`src/rtl/irqc_pkg.sv`:
```
package irqc_pkg;
   typedef enum logic [1:0] {
      PH_IDLE = 2'd0,
      PH_LO   = 2'd1,
      PH_HI   = 2'd2
   } ack_phase_t;
endpackage

```
`src/rtl/irqc_prio_pick.sv`:
```
module irqc_prio_pick #(
   parameter int N  = 8,
   parameter int IW = 3
) (
   input  logic [N-1:0]  req,
   output logic          any,
   output logic [IW-1:0] idx
);
   always_comb begin
      any = |req;
      idx = '0;
      for (int i = N - 1; i >= 0; i--) begin
         if (req[i]) idx = IW'(i);
      end
   end
endmodule

```
`src/rtl/irqc_ack_seq.sv`:
```
module irqc_ack_seq
   import irqc_pkg::*;
(
   input  logic clk,
   input  logic rst_n,
   input  logic ack,
   output logic first_hit,
   output logic second_hit,
   output logic third_hit,
   output logic idle
);
   ack_phase_t ph;

   assign idle       = (ph == PH_IDLE);
   assign first_hit  = ack && (ph == PH_IDLE);
   assign second_hit = ack && (ph == PH_LO);
   assign third_hit  = ack && (ph == PH_HI);

   always_ff @(posedge clk) begin
      if (!rst_n) begin
         ph <= PH_IDLE;
      end else if (ack) begin
         case (ph)
            PH_IDLE: ph <= PH_LO;
            PH_LO:   ph <= PH_HI;
            default: ph <= PH_IDLE;
         endcase
      end
   end
endmodule

```
`src/rtl/vec_irq_ctrl.sv`:
```
module vec_irq_ctrl #(
   parameter int          N_IRQ    = 8,
   parameter int          DW       = 8,
   parameter int          VEC_STEP = 4,
   parameter logic [7:0]  CALL_OP  = 8'hCD
) (
   input  logic          clk,
   input  logic          rst_n,
   input  logic          sel,
   input  logic          rd_en,
   input  logic          wr_en,
   input  logic          a0,
   input  logic [DW-1:0] wdata,
   output logic [DW-1:0] rdata,
   input  logic [N_IRQ-1:0] irq_in,
   input  logic          ack,
   output logic          int_out
);
   localparam int IW      = $clog2(N_IRQ);
   localparam int STEP_LG = $clog2(VEC_STEP);
   localparam int VW      = 2 * DW;
   localparam logic [N_IRQ-1:0] ONE = {{(N_IRQ-1){1'b0}}, 1'b1};

   initial begin
      assert (N_IRQ >= 2 && N_IRQ <= DW)
         else $error("N_IRQ must lie between 2 and DW");
      assert ((1 << STEP_LG) == VEC_STEP)
         else $error("VEC_STEP must be a power of two");
      assert (DW >= 8) else $error("DW must hold the call opcode");
   end

   logic [N_IRQ-1:0] irr, imr, isr, isr_nxt, pend;
   logic [VW-1:0]    base_q, vec;
   logic [IW-1:0]    lvl_q, pend_idx, isr_idx;
   logic             pend_any, isr_any, eligible;
   logic             aeoi, rsel;
   logic [1:0]       setup_cnt;
   logic             wr_hit, rd_hit, setup_wr, eoi_wr, sel_wr;
   logic             first_hit, second_hit, third_hit, seq_idle;
   logic [DW-1:0]    status;
   logic             unused_wbits;

   assign wr_hit   = sel && wr_en;
   assign rd_hit   = sel && rd_en;
   assign setup_wr = wr_hit && !a0 && wdata[7];
   assign eoi_wr   = wr_hit && !a0 && !wdata[7] && wdata[5];
   assign sel_wr   = wr_hit && !a0 && !wdata[7] && !wdata[5];
   assign unused_wbits = ^{wdata[6], wdata[4:1]};

   assign pend = irr & ~imr;

   irqc_prio_pick #(.N(N_IRQ), .IW(IW)) u_pick_pend (
      .req(pend), .any(pend_any), .idx(pend_idx));

   irqc_prio_pick #(.N(N_IRQ), .IW(IW)) u_pick_isr (
      .req(isr), .any(isr_any), .idx(isr_idx));

   irqc_ack_seq u_seq (
      .clk(clk), .rst_n(rst_n), .ack(ack),
      .first_hit(first_hit), .second_hit(second_hit),
      .third_hit(third_hit), .idle(seq_idle));

   assign eligible = pend_any && (!isr_any || (pend_idx < isr_idx));
   assign int_out  = seq_idle && eligible;
   assign vec      = base_q + (VW'(lvl_q) << STEP_LG);

   always_comb begin
      isr_nxt = isr;
      if (first_hit && pend_any) isr_nxt = isr_nxt | (ONE << pend_idx);
      if (third_hit && aeoi)     isr_nxt = isr_nxt & ~(ONE << lvl_q);
      if (eoi_wr && isr_any)     isr_nxt = isr_nxt & ~(ONE << isr_idx);
      if (setup_wr)              isr_nxt = '0;
   end

   always_comb begin
      status = '0;
      if (a0)        status[N_IRQ-1:0] = imr;
      else if (rsel) status[N_IRQ-1:0] = isr;
      else           status[N_IRQ-1:0] = irr;
   end

   always_ff @(posedge clk) begin
      if (!rst_n) begin
         irr       <= '0;
         imr       <= '0;
         isr       <= '0;
         base_q    <= '0;
         lvl_q     <= '0;
         aeoi      <= 1'b0;
         rsel      <= 1'b0;
         setup_cnt <= 2'd0;
         rdata     <= '0;
      end else begin
         isr <= isr_nxt;
         if (first_hit && pend_any)
            irr <= (irr | (irq_in & ~imr)) & ~(ONE << pend_idx);
         else
            irr <= irr | (irq_in & ~imr);
         if (first_hit) lvl_q <= pend_idx;

         if (setup_wr) begin
            aeoi      <= wdata[0];
            imr       <= '0;
            setup_cnt <= 2'd2;
         end else if (wr_hit && a0) begin
            if (setup_cnt == 2'd2) begin
               base_q[DW-1:0] <= wdata;
               setup_cnt      <= 2'd1;
            end else if (setup_cnt == 2'd1) begin
               base_q[VW-1:DW] <= wdata;
               setup_cnt       <= 2'd0;
            end else begin
               imr <= wdata[N_IRQ-1:0];
            end
         end else if (sel_wr) begin
            rsel <= wdata[0];
         end

         if (first_hit)       rdata <= DW'(CALL_OP);
         else if (second_hit) rdata <= vec[DW-1:0];
         else if (third_hit)  rdata <= vec[VW-1:DW];
         else if (rd_hit)     rdata <= status;
      end
   end
endmodule

```
`config.mk`:
```
export PLATFORM = sky130hd
export DESIGN_NAME = vec_irq_ctrl
export DESIGN_NICKNAME = d
export VERILOG_FILES = /design/src/rtl/irqc_pkg.sv /design/src/rtl/irqc_prio_pick.sv /design/src/rtl/irqc_ack_seq.sv /design/src/rtl/vec_irq_ctrl.sv
export SDC_FILE = /design/constraint.sdc
export NUM_CORES = 1
export LEC_CHECK = 0
export CAP_MARGIN = 5
export CORE_UTILIZATION = 51
export CTS_CLUSTER_SIZE = 24
export DETAILED_ROUTE_END_ITERATION = 10
export PLACE_DENSITY = 0.73
export SYNTH_ARGS = -nofsm -noshare
export SYNTH_HDL_FRONTEND = slang
export SYNTH_HIERARCHICAL = 1
export SYNTH_SLANG_ARGS = --single-unit
```
`constraint.sdc`:
```
create_clock -name clk -period 2.65 [get_ports clk]
set_clock_uncertainty 0.15 [all_clocks]
set_input_delay 0.53 -clock clk [delete_from_list [all_inputs] [get_ports clk]]
set_output_delay 0.53 -clock clk [all_outputs]
set_load 0.005 [all_outputs]
```
==> flow_summary.toml <==
[final_layout]
final_area_sq_mm = 0.004280
drive_gt1_frac = 0.2242
mostFrequentLayoutCells = "70 x nand2_1, 59 x buf_4, 50 x dfxtp_1"
fill_cells = 493
multi_input_area_sq_mm = 0.002059
nets = 532
seqCellArea_sq_mm = 0.001150
antenna_cells = 0
final_common_cell = "nand2_1"
syn2layout_area_growth_pct = 33.74

[global_route]
grt_max_degree = 40
grt_usage = 0.3215
grt_antenna_before_repair = 0
grt_pass1_vias = 3106
gr-usage-met2 = 0.5193
use_met1 = 0.3993
gr-total-overflow = 0
grt_pass1_wl_microns = 15460
use_met3 = 0.08764
busiest_layer = "met2"

[timing]
min_period_ps = 2826
tightest_slew_ps = 628.5
slew_violations = 0
setup_viol = 1
rsz0062_at_grt = "true"
final-hold-violation-count = 0
worst_slack_ps = -175.6
period_share = 1.066
slew_headroom = 0.5805
fmax_mhz = 353.9

[setup_path]
crit_fanout = 2
worstReg2RegStart = "irr[2]$_SDFF_PN0_"
cp-start-kind = "register"
r2r_cells = 10
critPathRequiredTime_ps = 1970
reg2reg_setup_slack_ps = 100
endpoint_kind = "output pin"
cp.arrival_ps = 2150
r2r-end = "isr[0]$_SDFF_PP0_"
path_class = "register to output pin"

[route]
ant_nets = 0
drt-pass1-iter-count = 5
routedWlPerCell_microns = 17.22
finalWirelength_microns = 9972
vias = 3349
viasPerCell = 5.784
first_iter_violations = 322
drc = 0

[cts]
cts.clk_slew.worst_paths_ps = 70
cts_made_buffers = 9
clock_sinks = 57
clockBufferDepth = 2
hold_buffers = 0
cts_tree = "built"
root_buffer = "clkbuf_8"
clock_latency_ps = 350
h-tree-depth = 3

[placement]
port-buffer-count = 31
placed_area_sq_mm = 0.003943
dp_slack_ps = -282.2
hpwl_microns = 7267
gp_congestion = 0.9370

[power_and_ir_drop]
peakVddDrop_mv = 0.4133
power_density_mw_per_mm2 = 517.7
p_leak_uw = 0.001658

[floorplanning]
die_x_microns = 81.22
num_rows = 28
die-height_microns = 81.22
die_area_sq_mm = 0.006597
ios = 32
start_util = 0.5343
coreArea_sq_mm = 0.005991

[synthesis]
ys_ff_latch = 57
synth-compound-area-share = 0.2134
synth-xor-area-share = 0.03010
yosys.area_share.adder = 0.03362
yosysSeqAreaShare = 0.3565
ys_async_sr_fraction = 0
synth_edf_count = 0
synth_mux_area_frac = 0.03479
synthCells = 414
syn_nets = 445
yosysUniqueCellTypes = 49
synth-simple-area-share = 0.2975
synth_top_family_by_area = "simple AND/OR/NAND/NOR gates"
synth_ff_type = "dfxtp_1"
synthesis.area_sq_mm = 0.003201
ys_warn_count = 6
syn_area_per_cell_sq_um = 7.731

[worst_hold_path]
min_path_type = "register to register"
min_path_cells = 2
min_to = "setup_cnt[1]$_SDFFE_PN0P_"
worstHoldStart = "setup_cnt[1]$_SDFFE_PN0P_"

[outcome]
status = "finished with violations"
violations = "negative setup slack"

[run]
cap_violations = 0
==> synth_stat cells, types with 2 or more instances <==
library cell,count,area [sq um]
nor2_1,46,172.7
and3_1,3,18.77
a21oi_1,24,120.1
nand2b_1,5,31.28
nor2b_1,23,143.9
o21a_1,2,15.01
nand3b_1,4,30.03
nand2_1,70,262.8
nor4_2,3,37.54
a2111oi_0,7,61.31
mux2i_1,10,100.1
dfxtp_1,57,1141
and3b_1,2,17.52
nor3b_1,3,22.52
nand4_1,3,18.77
nand3_1,7,35.03
nor3_1,8,40.04
o41ai_1,2,17.52
xnor2_1,6,52.55
a211oi_1,3,22.52
a221o_1,2,20.02
or3b_2,2,17.52
nor4_1,2,12.51
a31oi_1,7,43.79
buf_2,3,15.01
xor2_1,5,43.79
and2_1,3,18.77
ha_1,7,87.58
and2b_2,2,17.52
o21ai_0,31,155.2
clkbuf_1,12,45.04
inv_1,13,48.80
o21bai_1,2,15.01
a21boi_0,20,150.1
==> sequential cells by signal (all words and copies together), names as in the netlist, 2 cells and up <==
register,cells
base_q,16
imr,8
irr,8
isr,8
lvl_q,3
rdata,8
setup_cnt,2
u_seq/ph,2
==> through the flow <==
step	hold slack, ps	instances	util	total power (uW)	TNS, ps
global route	357.9	579	0.7145	2301	-329.8
detailed placement	315.6	558	0.6581	1421	-282.2
global placement	309.6	558	0.6581	1410	-204.6
floorplan	282.1	414	-	1176	0
finish	325.7	579	0.7145	2216	-175.6
CTS	324.2	576	0.6947	2155	-210.9
==> critical path, cell delays in order, from the launching register on <==
cell and delay, ps:
dfxtp_1 330, nor2b_2 190, buf_4 150, nor2b_1 50
o21bai_1 180, o41ai_2 130, nand2b_1 160, a21oi_1 140
nor2b_1 60, o21ai_1 130, and3_1 180, buf_2 110
==> per-layer routing <==
layer | share of wire | wire [microns] | vias up
met2 | 0.47 | 4696 | 132
li1 | - | - | 1628
met4 | 0.034 | 338 | 0
met5 | 0 | 0 | -
met1 | 0.44 | 4387 | 1562
met3 | 0.055 | 550 | 27
==> where the power goes <==
part	leakage [uW]	total, uW	switching [uW]	internal [uW]
Clock	0.0000871	736	360	376
Combinational	0.00110	547	268	279
Sequential	0.000468	934	32.9	901
Total	0.00166	2220	661	1560
==> worst max-delay path by stage <==
| stage | startpoint | endpoint | cells past startpoint |
|---|---|---|---|
| 2_1_floorplan | irr[6]$_SDFF_PN0_ | int_out | 8 |
| 3_3_place_gp | irr[6]$_SDFF_PN0_ | int_out | 9 |
| 3_5_place_dp | irr[6]$_SDFF_PN0_ | int_out | 9 |
| 4_1_cts | irr[5]$_SDFF_PN0_ | int_out | 9 |
| 5_1_grt | irr[2]$_SDFF_PN0_ | int_out | 11 |
| 6_report | irr[2]$_SDFF_PN0_ | int_out | 11 |
==> repair_timing <==
action | in CTS | in global routing
buffers inserted | 4 | 3
endpoints found under the hold margin | 0 | 0
setup endpoints to repair | 1 | 3
pin swaps | 4 | 8
gates resized for setup | 12 | 31
==> kinds of logic (layout without fill, tap and decap cells) <==
| logic type | Yosys count | after routing |
|---|---|---|
| and+or+nand+nor | 191 | 191 |
| AOI/OAI and AO/OA | 108 | 108 |
| muxes | 11 | 11 |
| buffers and inverters | 28 | 118 |
| DFF | 57 | 57 |
| adders and majority gates | 8 | 8 |
| xor gates and xnor gates | 11 | 11 |
==> layout make-up <==
cell class	instances	area share
Multi-Input combinational cell	329	0.4811
Sequential cell	57	0.2686
Timing Repair Buffer	91	0.1774
Clock buffer	11	0.03537
Tap cell	75	0.02192
Inverter	13	0.01140
Clock inverter	3	0.004092
(Power assumes the default switching activity.)
